File: config.mk
export PLATFORM = sky130hd
export DESIGN_NAME = srx_dsp_rx
export DESIGN_NICKNAME = d
export VERILOG_FILES = /design/src/rtl/srx_pkg.sv /design/src/rtl/srx_sync_edge.sv /design/src/rtl/srx_framer.sv /design/src/rtl/srx_word_bank.sv /design/src/rtl/srx_dsp_rx.sv
export SDC_FILE = /design/constraint.sdc
export NUM_CORES = 1
export LEC_CHECK = 0
export BUFFER_PORTS_ARGS = -buffer_cell sky130_fd_sc_hd__buf_2
export CORE_ASPECT_RATIO = 0.8
export CORE_MARGIN = 2
export CORE_UTILIZATION = 55
export DETAILED_ROUTE_END_ITERATION = 16
export GPL_TIMING_DRIVEN = 0
export MAX_ROUTING_LAYER = met4
export PLACE_DENSITY = 0.87
export SYNTH_ARGS = -nofsm -noshare
export SYNTH_HDL_FRONTEND = slang
export SYNTH_SLANG_ARGS = --single-unit
File: constraint.sdc
create_clock -name clk -period 3.9 [get_ports clk]
set_input_delay 0.585 -clock clk [delete_from_list [all_inputs] [get_ports clk]]
set_output_delay 0.585 -clock clk [all_outputs]
set_load 0.1 [all_outputs]
File: src/rtl/srx_pkg.sv
package srx_pkg;

    typedef enum logic [1:0] {
        ST_IDLE  = 2'd0,
        ST_ARMED = 2'd1,
        ST_RECV  = 2'd2
    } srx_state_e;

    function automatic int unsigned wlen_bits(input logic [1:0] code);
        case (code)
            2'd0:    return 16;
            2'd1:    return 20;
            2'd2:    return 24;
            default: return 32;
        endcase
    endfunction

endpackage

File: src/rtl/srx_sync_edge.sv
module srx_sync_edge (
    input  logic clk,
    input  logic rst_n,
    input  logic fsync_i,
    output logic start_o
);
    typedef struct packed {
        logic prev;
    } edge_reg_t;

    edge_reg_t d, q;

    always_comb begin
        d      = q;
        d.prev = fsync_i;
    end

    assign start_o = fsync_i & ~q.prev;

    always_ff @(posedge clk or negedge rst_n) begin
        if (!rst_n) q <= '0;
        else        q <= d;
    end
endmodule

File: src/rtl/srx_framer.sv
module srx_framer
    import srx_pkg::*;
#(
    parameter int WMAX   = 32,
    parameter int NWORDS = 6,
    parameter int IDXW   = $clog2(NWORDS),
    parameter int CNTW   = $clog2(WMAX + 1)
) (
    input  logic            clk,
    input  logic            rst_n,
    input  logic            start_i,
    input  logic            mode_b_i,
    input  logic [1:0]      wlen_i,
    input  logic            sdata_i,
    output logic            word_vld_o,
    output logic [IDXW-1:0] word_idx_o,
    output logic [WMAX-1:0] word_o,
    output logic            err_o
);
    typedef struct packed {
        srx_state_e      state;
        logic [CNTW-1:0] cnt;
        logic [IDXW-1:0] idx;
        logic [WMAX-1:0] shift;
        logic            err;
    } frm_reg_t;

    frm_reg_t d, q;

    logic [CNTW-1:0] len;
    logic [CNTW-1:0] cnt_e;
    logic [IDXW-1:0] idx_e;
    logic [WMAX-1:0] shift_n;
    logic            capture;

    always_comb begin
        d          = q;
        word_vld_o = 1'b0;
        word_idx_o = q.idx;
        word_o     = '0;
        len        = CNTW'(wlen_bits(wlen_i));
        cnt_e      = q.cnt;
        idx_e      = q.idx;
        capture    = 1'b0;
        shift_n    = {q.shift[WMAX-2:0], sdata_i};

        if (start_i) begin
            if (q.state != ST_IDLE) d.err = 1'b1;
            cnt_e = '0;
            idx_e = '0;
            if (mode_b_i) begin
                capture = 1'b1;
            end else begin
                d.state = ST_ARMED;
                d.cnt   = '0;
                d.idx   = '0;
            end
        end else if (q.state != ST_IDLE) begin
            capture = 1'b1;
        end

        if (capture) begin
            d.shift = shift_n;
            if (cnt_e == len - CNTW'(1)) begin
                word_vld_o = 1'b1;
                word_idx_o = idx_e;
                word_o     = shift_n << (WMAX - int'(len));
                d.cnt      = '0;
                if (idx_e == IDXW'(NWORDS - 1)) begin
                    d.state = ST_IDLE;
                    d.idx   = '0;
                end else begin
                    d.state = ST_RECV;
                    d.idx   = idx_e + IDXW'(1);
                end
            end else begin
                d.state = ST_RECV;
                d.cnt   = cnt_e + CNTW'(1);
                d.idx   = idx_e;
            end
        end
    end

    assign err_o = q.err;

    always_ff @(posedge clk or negedge rst_n) begin
        if (!rst_n) q <= '{state: ST_IDLE, default: '0};
        else        q <= d;
    end
endmodule

File: src/rtl/srx_word_bank.sv
module srx_word_bank #(
    parameter int WMAX   = 32,
    parameter int NWORDS = 6,
    parameter int IDXW   = $clog2(NWORDS)
) (
    input  logic                   clk,
    input  logic                   rst_n,
    input  logic                   word_vld_i,
    input  logic [IDXW-1:0]        word_idx_i,
    input  logic [WMAX-1:0]        word_i,
    output logic [NWORDS*WMAX-1:0] words_o,
    output logic                   frame_vld_o
);
    typedef struct packed {
        logic [NWORDS-1:0][WMAX-1:0] stage;
        logic [NWORDS-1:0][WMAX-1:0] out;
        logic                        valid;
    } bank_reg_t;

    bank_reg_t d, q;

    always_comb begin
        d       = q;
        d.valid = 1'b0;
        if (word_vld_i) begin
            d.stage[word_idx_i] = word_i;
            if (word_idx_i == IDXW'(NWORDS - 1)) begin
                d.out   = d.stage;
                d.valid = 1'b1;
            end
        end
    end

    for (genvar k = 0; k < NWORDS; k++) begin : g_slot
        assign words_o[k*WMAX +: WMAX] = q.out[k];
    end

    assign frame_vld_o = q.valid;

    always_ff @(posedge clk or negedge rst_n) begin
        if (!rst_n) q <= '0;
        else        q <= d;
    end
endmodule

File: src/rtl/srx_dsp_rx.sv
module srx_dsp_rx #(
    parameter int WMAX      = 32,
    parameter int NUM_PAIRS = 3
) (
    input  logic                     clk,
    input  logic                     rst_n,
    input  logic                     cfg_mode_b_i,
    input  logic [1:0]               cfg_wlen_i,
    input  logic                     fsync_i,
    input  logic                     sdata_i,
    output logic [2*NUM_PAIRS*WMAX-1:0] words_o,
    output logic                     frame_vld_o,
    output logic                     sync_err_o
);
    localparam int NWORDS = 2 * NUM_PAIRS;
    localparam int IDXW   = $clog2(NWORDS);
    localparam int CNTW   = $clog2(WMAX + 1);

    logic            start;
    logic            word_vld;
    logic [IDXW-1:0] word_idx;
    logic [WMAX-1:0] word;

    srx_sync_edge u_edge (
        .clk     (clk),
        .rst_n   (rst_n),
        .fsync_i (fsync_i),
        .start_o (start)
    );

    srx_framer #(
        .WMAX   (WMAX),
        .NWORDS (NWORDS),
        .IDXW   (IDXW),
        .CNTW   (CNTW)
    ) u_framer (
        .clk        (clk),
        .rst_n      (rst_n),
        .start_i    (start),
        .mode_b_i   (cfg_mode_b_i),
        .wlen_i     (cfg_wlen_i),
        .sdata_i    (sdata_i),
        .word_vld_o (word_vld),
        .word_idx_o (word_idx),
        .word_o     (word),
        .err_o      (sync_err_o)
    );

    srx_word_bank #(
        .WMAX   (WMAX),
        .NWORDS (NWORDS),
        .IDXW   (IDXW)
    ) u_bank (
        .clk         (clk),
        .rst_n       (rst_n),
        .word_vld_i  (word_vld),
        .word_idx_i  (word_idx),
        .word_i      (word),
        .words_o     (words_o),
        .frame_vld_o (frame_vld_o)
    );
endmodule

-- Word level (Yosys, flattened, before mapping)
Index checks and enable logic that the tools add are counted.
- input port bits: 7
- output and inout bits: 194
- register bits after elaboration: 430
- word-level logic and storage cells: 64
- order comparisons: 2
- shifts and indexed selects: 1
- bitwise operators: 2
- equality and inequality tests: 6
- $add $sub $neg: 4
- multiplexer cells: 23
- reduce and logical (&&, ||, !) cells: 7
- operators with widths (kind ; count):
    $bwmux 192 ; 1
    $demux 32 s3 ; 1
    $mux 32 ; 3
    $mux 43 ; 1
    $mux 11 ; 3
    $shl 32x32->32 ; 1
    $pmux 6 s3 ; 1
    $mux 3 ; 4
    $mux 1 ; 7
    $sub 6x6->7 const A ; 1
    $add 6x1->6 const B ; 1
    $eq 3x3->1 const B ; 2
    $eq 6x6->1 ; 1
    $mux 6 ; 1
    $reduce_and 2->1 ; 3
    $sub 6x1->6 const B ; 1
    $lt 3x4->1 const B ; 1
    $reduce_bool 2->1 ; 2
    $add 3x1->3 const B ; 1
    $ge 3x1->1 const B ; 1
    $eq 2x1->1 const B ; 1
    $eq 2x2->1 const B ; 1
    $logic_not 2->1 ; 1
    $mux 2 ; 1
    4 further kinds ; 4

-- Logic depth before layout (Yosys ltp)
- depth after elaboration: 11
- mapped depth: 13
- mapped depth without buffers: 9

-- Modules after synthesis
Synthesis repeated with hierarchy kept, for this count alone.
- cell total of the unflattened synthesis: 1264
- area total of the unflattened synthesis: 18027.3 sq um
- by module, submodules not included (module ; times used ; cells each ; area an instance (sq um) ; seq. area each (sq um)):
    srx_word_bank ; 1 ; 944 ; 15080.7 ; 8833.5
    srx_framer ; 1 ; 318 ; 2907.8 ; 1076.0
    srx_sync_edge ; 1 ; 2 ; 38.8 ; 25.0

-- Least setup slack after synthesis
No wires, ideal clock.
- path kind: in2reg
- start: input cfg_wlen_i[1]
- end: register u_bank.q[342] (netlist name)
- setup time: 0.127 ns
- stages: 10
- required time: 3.773 ns
- path buffers: 2
- path slack: 0.974 ns
- arrival: 2.798 ns
- path through: inv_1 ha_1 inv_2 nor4_2 o32a_1 buf_4 nand3_4 nor3_4 buf_6 mux2_1
- cells in the longest elaborated chain, start to end: 11
- elaborated cells on any way between the ends: 20
- those cells by class: add/sub (2); order compare (2); eq/ne (3); shift (1); mux (10); reduce/logical (2)
- RTL lines (element ; line ; RTL):
    start, declared ; srx_dsp_rx.sv:8 ; input logic [1:0] cfg_wlen_i,
    $eq 2x2->1 (tied with other cells) ; srx_pkg.sv:10 ; case (code)
    $pmux 6 s3 * ; srx_pkg.sv:10 ;
    $sub 6x1->6 ; srx_framer.sv:64 ; if (cnt_e == len - CNTW'(1)) begin
    $eq 6x6->1 ; srx_framer.sv:64 ;
    $mux 3 ; srx_framer.sv:64 ;
    $mux 3 ; srx_framer.sv:62 ; if (capture) begin
    $lt 3x4->1 (not written as such) or $ge 3x1->1 (tied branches) ; srx_word_bank.sv:26 ; d.stage[word_idx_i] = word_i;
    $logic_and 1x1->1 (not written as such) ; srx_word_bank.sv:26 ;
    $mux 32 (not written as such) ; srx_word_bank.sv:26 ;
    $demux 32 s3 ; n/a ;
    $bwmux 192 ; srx_word_bank.sv:26 ;
    end signal, assigned ; srx_word_bank.sv:41 ; if (!rst_n) q <= '0;
    end signal, assigned ; srx_word_bank.sv:42 ; else q <= d;
    end, declared ; srx_word_bank.sv:20 ; bank_reg_t d, q;
Every way passes the cells marked *; elsewhere a longest branch is shown, timed or not.
A chain may end at the register's enable or synchronous reset.

-- Worst setup path in the final report
- start: register u_edge.q
- end: register u_bank.q, in the netlist u_bank.words_o[71]
- cells in the longest elaborated chain, start to end: 11
- elaborated cells on any way between the ends: 20
- those cells by class: order compare (2); eq/ne (2); mux (12); bitwise (2); reduce/logical (2)
- RTL lines (element ; line ; RTL):
    start, declared ; srx_sync_edge.sv:11 ; edge_reg_t d, q;
    start signal, assigned ; srx_sync_edge.sv:21 ; if (!rst_n) q <= '0;
    start signal, assigned ; srx_sync_edge.sv:22 ; else q <= d;
    $not 1->1 * ; srx_sync_edge.sv:18 ; assign start_o = fsync_i & ~q.prev;
    $and 1x1->1 * ; srx_sync_edge.sv:18 ;
    $mux 6 ; srx_framer.sv:47 ; if (start_i) begin
    $eq 6x6->1 ; srx_framer.sv:64 ;
    $mux 3 ; srx_framer.sv:64 ;
    $mux 3 ; srx_framer.sv:62 ;
    $lt 3x4->1 (not written as such) or $ge 3x1->1 (tied branches) ; srx_word_bank.sv:26 ;
    $logic_and 1x1->1 (not written as such) ; srx_word_bank.sv:26 ;
    $mux 32 (not written as such) ; srx_word_bank.sv:26 ;
    $demux 32 s3 ; n/a ;
    $bwmux 192 ; srx_word_bank.sv:26 ;
Marks and branches as above.

==> reports/metrics.cfg <==
[routing]
postRouteAntennaNets=0
drtIter0Drc=1117
route.detailed.drc=0
first_pass_iters=5
vias=13330
drt-total-wl_um=46010
drt-vias-per-instance=5.435
wire_per_inst_um=18.76

[placed_design]
globalplace.congestion=0.9752
numPortBuffers=200
dp_hpwl_um=32600

[die]
fp.dieH_um=164.5
initial_core_util=0.5613
rows=58
die_x_um=204.7
num_io_pins=201
fp.coreArea_um2=31570
die_area_um2=33680

[power]
p_clk_frac=0.410
seq_power_share=0.495
p_per_area_nw_per_um2=442.9
swShare=0.2622
p_leak_nw=11.69
p_int_mw=6.739
power.switching_mw=2.395
power.total_mw=9.135
p_comb_frac=0.095
ir_drop_mv=0.2597

[synthesis]
synth_nets=1770
yosys-top-cells-count=600 x nand2_1, 397 x dfrtp_1, 195 x buf_4
yosys_warnings=0
synth_top_area_share=0.5607
yosysMostFrequentCell=nand2_1
ys_types=54
syn_inst=1758
ys_seq_elements=397
netlist_top_cells_area=dfrtp_1 56%, nand2_1 13%, buf_4 8.3%, mux2_2 6.5%, mux2i_1 2.8%
synthArstFlopShare=1.000
syn_avg_cell_area_um2=10.08
synth_ff_type=dfrtp_1
synthesis.area_um2=17720
synth-edff-count=0
synth_top_area_cell=dfrtp_1
synth_seq_area_share=0.5607

[clocking]
cts-buffers-inserted=39
clockBufferDepth=3
clk_pin_slew_ns=0.06
clk-insertion-delay-late_ns=0.54
root_buffer=clkbuf_16
cts_tree=yes
cts_sinks=397
post_cts_buffers=0
htree_levels=2

[sta]
fmax_mhz=275.1
setup_violations=0
maxSlewHeadroom=0.3570
worst_clock_skew_ns=0.02102
hold_viol_final=0
post-route-min-period_ns=3.635
rsz0062_at_grt=false
worst_pin_slew_ns=0.9557
timing.final.crit_share=0.9321
drv_slew=0
setup_tns_ns=0

[global_route]
globalRouteMet1Util=0.3913
antenna_found_initial=3
grt_util_met3=0.04321
overflow=0
grt_pass1_wl_um=71730
use_met2=0.4355
grt_max_degree=134
grt-busiest-layer=met2
grt_pass1_vias=13010
grt_usage=0.2836

[cells_and_area]
area_delta_synth_final_pct=16.39
drive_above_1_share=0.2956
layout.nets=2015

[setup_path]
reg2reg_slack_ns=0.26
critPathKind=reg -> reg
crit_required_ns=4.37
critPathLaunchType=register
crit_path_end_kind=register
cp_max_fo=10
arrival_ns=4.10

[min_path]
hp-class=in -> reg

[flow_run]
drv_cap=0

[outcome]
status=completed

## worst paths after layout
kind | startpoint | end | depth (start not counted)
worst max-delay path | u_edge.q$_DFF_PN0_ | u_bank.words_o[71]$_DFFE_PN0P_ | 12
worst min-delay path | fsync_i | u_edge.q$_DFF_PN0_ | 1
worst max register to register | u_edge.q$_DFF_PN0_ | u_bank.words_o[71]$_DFFE_PN0P_ | 12
worst min register to register | u_bank.words_o[141]$_DFFE_PN0P_ | u_bank.words_o[141]$_DFFE_PN0P_ | 2
max in group asynchronous | rst_n | u_bank.words_o[93]$_DFFE_PN0P_ | 4
min in group asynchronous | rst_n | u_bank.words_o[47]$_DFFE_PN0P_ | 2
## through the flow
stage / utilization / cell area (µm²) / instances / hold slack (ns) / worst slack, ns
after floorplan: - / 17720 / 1758 / 0.2894 / 0.9744
final: 0.6533 / 20620 / 2453 / 0.1927 / 0.2648
after CTS: 0.6531 / 20620 / 2450 / 0.1802 / 0.3455
after detailed placement: 0.6126 / 19340 / 2381 / 0.3903 / -0.06971
after global placement: 0.6097 / 19250 / 2378 / 0.4547 / -5.036
after global routing: 0.6533 / 20620 / 2453 / 0.1869 / 0.03967
## worst max-delay path, cell delays in order, from the launching register on
cell      delay [ns]
dfrtp_1         0.35
nand2b_1        0.10
buf_2           0.20
nand2_1         0.11
inv_1           0.06
ha_1            0.31
and2_0          0.27
nand2_1         0.12
nor4_1          0.74
clkbuf_1        0.75
buf_2           0.34
nand2_1         0.11
nand2_1         0.09
## cells in the final DEF, fill, tap and decap left out, types with 41 or more instances in the layout
cell	netlist	routed
clkbuf_1	55	66
buf_2	28	227
nand2_1	600	600
buf_4	195	195
o21ai_0	45	45
dfrtp_1	397	397
clkbuf_16	0	41
nor2_1	62	62
mux2i_1	49	49
mux2_2	102	102
## cells by family after synthesis
kind of cell | Yosys count | share of synthesized area
AO/OA/AOI/OAI | 143 | 0.05331
XOR/XNOR | 2 | 0.0009887
adder cells (fa/ha/maj) | 5 | 0.003531
buffers and inverters | 306 | 0.1094
flip-flops | 397 | 0.5607
multiplexers | 166 | 0.1020
AND/OR/NAND/NOR | 739 | 0.1701
## power by group through the flow
stage               sequential, mW  clock [mW]  combinational, mW
floorplan                     4.48           0              0.549
global placement              4.57           0              0.813
detailed placement            4.58           0              0.848
CTS                           4.51        3.78              0.854
global route                  4.53        3.97              0.952
finish                        4.52        3.74              0.869
## final cells by class
class / count / area, µm²
inverters: 15 / 56.30
repair buffers: 204 / 1104
clock inverters: 10 / 117.6
fillers: 2329 / 10940
well taps: 420 / 525.5
plain buffers: 291 / 1882
clock buffers: 58 / 1150
multi-input cells: 1055 / 5847
diodes: 3 / 7.507
flip-flops and latches: 397 / 9935
## registers in the layout, summed over array words and instances (netlist names)
name                count
u_bank.frame_vld_o      1
u_framer.q             42
u_framer.err_o          1
u_edge.q                1
u_bank.q              160
u_bank.words_o        192
## routing by layer
metal	vias to the layer above	part of all wire	wire length, µm
met4	0	0.032	1481
met3	119	0.068	3141
met1	6645	0.43	19770
met2	571	0.47	21620
met5	-	0	0
li1	5998	-	-
## what timing repair did
action,4_1_cts,5_1_grt
gates resized for setup,0,0
hold buffers,1,0
hold endpoints to repair,6,0
Power figures use the tool's default switching activity.
